==> config.mk <==
export PLATFORM = sky130hd
export DESIGN_NAME = sd_ready_tracker
export DESIGN_NICKNAME = d
export VERILOG_FILES = /design/src/rtl/sd_ready_tracker.sv
export SDC_FILE = /design/constraint.sdc
export NUM_CORES = 1
export LEC_CHECK = 0
export CELL_PAD_IN_SITES_DETAIL_PLACEMENT = 2
export CELL_PAD_IN_SITES_GLOBAL_PLACEMENT = 2
export CORE_UTILIZATION = 25
export DETAILED_ROUTE_END_ITERATION = 7
export GPL_TIMING_DRIVEN = 0
export PLACE_DENSITY_LB_ADDON = 0.1
export SETUP_SLACK_MARGIN = 0.15
export SLEW_MARGIN = 25
export SYNTH_ARGS = -nofsm -noshare
export SYNTH_HDL_FRONTEND = slang
export SYNTH_SLANG_ARGS = --single-unit
==> constraint.sdc <==
create_clock -name clk -period 1.6 [get_ports clk]
set_input_delay 0.24 -clock clk [delete_from_list [all_inputs] [get_ports clk]]
set_output_delay 0.24 -clock clk [all_outputs]
set_load 0.02 [all_outputs]
==> src/rtl/sd_ready_tracker.sv <==
module sd_ready_tracker #(
  parameter int CNT_W = 8
) (
  input  logic             clk,
  input  logic             rst_n,
  input  logic             cmd_issue,
  input  logic [1:0]       xfer_kind,
  input  logic [CNT_W-1:0] blk_count,
  input  logic             cmd_end,
  input  logic             rsp_end,
  input  logic             blk_end,
  input  logic             stop_end,
  input  logic             dat0,
  output logic             ready
);
  localparam logic [1:0] K_WR = 2'b00, K_RS = 2'b01, K_RC = 2'b10, K_RO = 2'b11;

  typedef enum logic [2:0] {S_IDLE, S_ARM, S_WBUSY, S_RSING, S_RCNT, S_ROPEN} st_t;

  st_t              st_q;
  logic [1:0]       kind_q;
  logic [CNT_W-1:0] cnt_q;

  wire last_blk = (cnt_q <= CNT_W'(1));

  always_ff @(posedge clk) begin
    if (!rst_n) begin
      st_q   <= S_IDLE;
      kind_q <= K_WR;
      cnt_q  <= '0;
    end else if (cmd_issue && (st_q == S_IDLE || st_q == S_ARM)) begin
      st_q   <= S_ARM;
      kind_q <= xfer_kind;
      cnt_q  <= blk_count;
    end else begin
      unique case (st_q)
        S_ARM: begin
          if (kind_q == K_WR) begin
            if (rsp_end) st_q <= S_WBUSY;
          end else if (cmd_end) begin
            unique case (kind_q)
              K_RS:    st_q <= S_RSING;
              K_RC:    st_q <= S_RCNT;
              default: st_q <= S_ROPEN;
            endcase
          end
        end
        S_WBUSY: if (dat0) st_q <= S_IDLE;
        S_RSING: if (blk_end) st_q <= S_IDLE;
        S_RCNT: if (blk_end) begin
          if (last_blk) st_q <= S_IDLE;
          else cnt_q <= cnt_q - CNT_W'(1);
        end
        S_ROPEN: if (stop_end) st_q <= S_IDLE;
        default: ;
      endcase
    end
  end

  assign ready = (st_q == S_IDLE) || (st_q == S_ARM);
endmodule

* Word-level counts from Yosys, hierarchy flattened *
Index checks and enable logic that the tools add are counted.

storage, ports and cells
  bits of input ports = 18
  register bits = 13

operators by class
  reduce and logical (&&, ||, !) cells = 12
  add/subtract/negate cells = 1
  mux-type cells = 15
  magnitude comparators = 1
  equal/unequal tests = 22
  bitwise logic cells = 1

operators with widths
  cell                 count
  $mux 8               4
  $mux 3               8
  $ne 3x3->1 const B   7
  $reduce_and 8->1     2
  $pmux 3 s5           1
  $ne 2x2->1 const B   5
  $le 8x1->1 const B   1
  $ne 4x4->1 const B   2
  $sub 8x1->8 const B  1
  $eq 3x2->1 const B   2
  $eq 3x3->1 const B   2
  $pmux 3 s2           1
  $reduce_bool 6->1    1
  $reduce_bool 5->1    1
  $reduce_bool 2->1    2
  $eq 3x1->1 const B   1
  $logic_not 3->1      1
  $reduce_and 3->1     1
  $eq 2x1->1 const B   1
  $eq 2x2->1 const B   1
  $logic_not 2->1      1
  $ne 2x1->1 const B   1
  $reduce_or 2->1      1
  $logic_and 1x1->1    1
  3 further kinds      3

* Depth between registers and ports, before layout *
Gate-level depths: netlist of run 1.

  depth after elaboration = 6
  gate-level depth with buffers = 6
  depth with buffers taken out = 6

* Worst setup path before layout of run 1 *
Ideal clock, no wire load.

  path type = register to register
  start point = register cnt_q[0]
  end point = register cnt_q[3]
  arrival time = 1598 ps
  setup time = 74 ps
  cell stages (with the launch flop) = 7
  slack = -72 ps
  path buffers = 0
  period minus slack after synthesis = 1672 ps
  cell sequence = dfxtp_1 -> inv_1 -> ha_1 -> o21bai_1 -> o31ai_4 -> or4_1 -> a31oi_1

on the way
  longest elaborated chain between the ends = 5
  elaborated cells on any way between the ends = 8
  those cells by class = add/sub (1); order compare (1); eq/ne (1); mux (4); reduce/logical (1)

RTL lines
  item                    RTL line  text
  from (decl)             22        logic [CNT_W-1:0] cnt_q;
  from (signal assigned)  34        cnt_q <= blk_count;
  from (signal assigned)  52        else cnt_q <= cnt_q - CNT_W'(1);
  $sub 8x1->8             52
  $mux 8                  51        if (last_blk) st_q <= S_IDLE;
  $mux 8                  50        S_RCNT: if (blk_end) begin
  $mux 8                  36        unique case (st_q)
  $mux 8                  31        end else if (cmd_issue && (st_q == S_IDLE || st_q == S_ARM)) begin

Several ways; a longest one is shown, not always the timed one. The select of a mux whose other input is x is not followed.
A chain may end at the register's enable or synchronous reset.

* Worst setup path after layout of run 1 *
  start point = register cnt_q[3]
  end point = register cnt_q[2]

on the way
  longest elaborated chain between the ends = 3

RTL lines
  item                        RTL line  text
  $le 8x1->1                  24        wire last_blk = (cnt_q <= CNT_W'(1));
  $ne 2x1->1 (no line)        -
  $reduce_and 3->1 (no line)  -

Every way passes these cells.

==> results of run 1 <==
==> worst min-delay path: cells and delay by family <==
kind / cells / cell delay, ns
and+or+nand+nor: 1 / 0.09
buffers and inverters: 1 / 0.24
AOI/OAI and AO/OA: 2 / 0.16
==> state kept, by name, indices dropped and copies added, names as in the netlist <==
name / cells
cnt_q: 8
kind_q: 2
st_q: 3
==> layout make-up <==
type,count,share of cell area [%]
timing repair buffer,26,20.33
buffer,3,2.236
tap,44,4.472
inverter,5,1.524
sequential,13,22.56
multi-input combinational,71,46.75
clock buffer,4,2.134
==> power breakdown <==
group | total, mW | switching, mW | internal (mW)
logic | 0.248 | 0.116 | 0.132
clock network | 0.219 | 0.123 | 0.0968
registers | 0.385 | 0.0369 | 0.348
==> worst min-delay path by stage <==
| stage | start | end | slack [ns] | depth (start not counted) |
|---|---|---|---|---|
| 6_report | blk_end | st_q[0]$_SDFFE_PN0P_ | 0.49 | 4 |
| 5_1_grt | xfer_kind[0] | kind_q[0]$_SDFFE_PN0P_ | 0.53 | 3 |
| 4_1_cts | blk_end | st_q[0]$_SDFFE_PN0P_ | 0.48 | 4 |
| 3_5_place_dp | cnt_q[5]$_SDFFE_PN0P_ | cnt_q[5]$_SDFFE_PN0P_ | 0.50 | 2 |
| 3_3_place_gp | cnt_q[5]$_SDFFE_PN0P_ | cnt_q[5]$_SDFFE_PN0P_ | 0.49 | 2 |
| 2_1_floorplan | xfer_kind[0] | kind_q[0]$_SDFFE_PN0P_ | 0.39 | 2 |
==> metrics by stage <==
step | total power [mW] | std cells | TNS [ns] | cell area, um^2
6_report | 0.8527 | 166 | -0.5373 | 1231
5_1_grt | 0.9048 | 166 | -1.076 | 1231
4_1_cts | 0.8521 | 164 | -0.3648 | 1191
3_5_place_dp | 0.6011 | 154 | -1.940 | 1074
3_3_place_gp | 0.5912 | 154 | -1.757 | 1074
2_1_floorplan | 0.5100 | 92 | 0 | 838.3
==> cells in the final DEF, fill, tap and decap left out, types with 2 or more instances in the layout <==
cell type	Yosys	final
buf_4	1	7
a2111oi_1	0	2
buf_6	1	2
nand2_1	7	7
nand3b_1	2	2
clkbuf_4	0	3
a21oi_1	7	7
clkdlybuf4s50_1	0	16
inv_2	0	2
inv_1	5	3
dfxtp_4	0	3
nor2_1	3	2
o21ai_0	8	6
or4_1	4	4
o31ai_1	5	5
dfxtp_2	0	5
dfxtp_1	13	5
a31oi_1	4	4
nor4_1	2	2
ha_4	0	2
xor2_1	2	2
nand3_1	2	2
==> cells by family (layout without fill, tap and decap cells) <==
logic type / Yosys count / in the layout / share of synthesized area [%]
compound gates: 36 / 36 / 32.14
xor+xnor: 3 / 3 / 3.261
fa+ha+maj: 2 / 2 / 3.105
buf+inv: 8 / 38 / 5.746
flops: 13 / 13 / 32.30
mux: 1 / 1 / 1.242
simple gates: 29 / 29 / 22.21
==> layer usage <==
metal / wire [um] / GRT usage, % / share of wire (%)
met5: 0 / 0 / 0
met4: 19 / 7.143 / 0.70
met3: 70 / 1.978 / 2.6
met2: 1259 / 27.60 / 46
met1: 1361 / 22.52 / 50
==> repair_timing <==
| item | CTS | global route |
|---|---|---|
| pin swaps | 5 | 2 |
| resized for setup | 20 | 7 |
| buffers inserted | 6 | 2 |
| endpoints found under the setup margin | 10 | 10 |
==> out/metrics.csv, run 1 <==
metric,value,unit
route.detailed.drc,0,
diodes,0,
synth_edf_count,0,
yosys_register_bits,13,
synthCells,92,
period_needed,1.721,ns
setup_viol,7,
detailroute.via_count,850,
detail_route.first_pass.iterations,4,
hold_viol_final,0,
cts_buffers,3,
ff2ff_path_depth,4,
fillCellCount,349,
async_flop_share,0,%
drv_slew,0,
ant_nets,0,
place_hpwl,1902,um
wl_per_cell,16.33,um
grt_antenna_before_repair,0,
grt_pass1_vias,908,
clk-insertion-delay-late,0.28,ns
crit_arrival,1.90,ns
cts_hold_buf,0,
path_class,reg -> reg,
crit_end,cnt_q[2]$_SDFFE_PN0P_,
grt_max_degree,11,
cp.depth,4,
grtUsageTotal,16.93,%
drt_first_iter_violations,23,
synth_area,805.8,um^2
die_area,3454,um^2
hp-class,in -> reg,
r2r-end,cnt_q[2]$_SDFFE_PN0P_,
cp-end-kind,register,
syn_nets,112,
pre_cts_slack,-0.3513,ns
crit_chain,or4_4 > o311ai_4 > xor2_1 > a21oi_1,
rsz0062_at_grt,true,
io_pins,19,
crit_family,simple AND/OR/NAND/NOR gates,
grt_pass1_wl,4291,um
violations,setup timing,
critPathBufInv,0,
via_per_inst,5.120,
relSlewSlack,71.74,%
setup.worst_path.start,cnt_q[3]$_SDFFE_PN0P_,
htreeDepth,1,
cts_sinks,13,
tritoncts,yes,
drive_gt1_share,31.97,%
p_per_area,692.6,nW/um^2
gp_congestion,0.6783,
core,3053,um^2
ys.flop_type,dfxtp_1,
clk_pin_slew,0.09,ns
yosysWarnings,0,
cp_slowest_cell,or4_4,
portBuffers,18,
seq_area,277.8,um^2
synth_area_leaders,"dfxtp_1 (32%), o21ai_0 (5.0%), o31ai_1 (4.7%), a21oi_1 (4.3%), or4_1 (3.7%)",
yosysTopAreaCell,dfxtp_1,
cap_violations,0,
worst_ep_required_time,1.77,ns
holdWs,0.4888,ns
layout.nets,143,
die_w,58.77,um
yosysSeqAreaShare,32.30,%
skew,0.003088,ns
finalCritPeriodShare,107.6,%
regToRegSetupSlack,-0.12,ns
initial_core_util,26.39,%
power.leakage,0.4341,nW
outcome,"finished, violations left",
tightest_slew,0.4229,ns
wirelength,2711,um
max_stage_delay,0.57,ns
synth_top_area_share,32.30,%
final_util,40.33,%
overflow,0,
die_h,58.77,um
clock-root-buffer,clkbuf_4,
multiInputGateArea,575.6,um^2
cp-start-kind,register,
avgSynthCellArea,8.758,um^2
synth.top_cells.by_count,"dfxtp_1 (13), o21ai_0 (8), a21oi_1 (7), nand2_1 (7)",
ir_drop,303.7,uV
worstPathMaxFanout,7,
areaGrowthSynthToFinish,52.79,%
ys_types,37,
fin_ws,-0.1214,ns
fmax,580.9,MHz
core.rowCount,20,
worstReg2RegStart,cnt_q[3]$_SDFFE_PN0P_,
synth.most_common_cell,dfxtp_1,
clockBufferDepth,2,
(Power assumes the default switching activity.)
==> run 2, diff against run 1 <==
Settings changed: GPL_ROUTABILITY_DRIVEN set to 0.
==> results of run 2 <==
The final DEF is identical to that of run 1; final timing and power are the same.
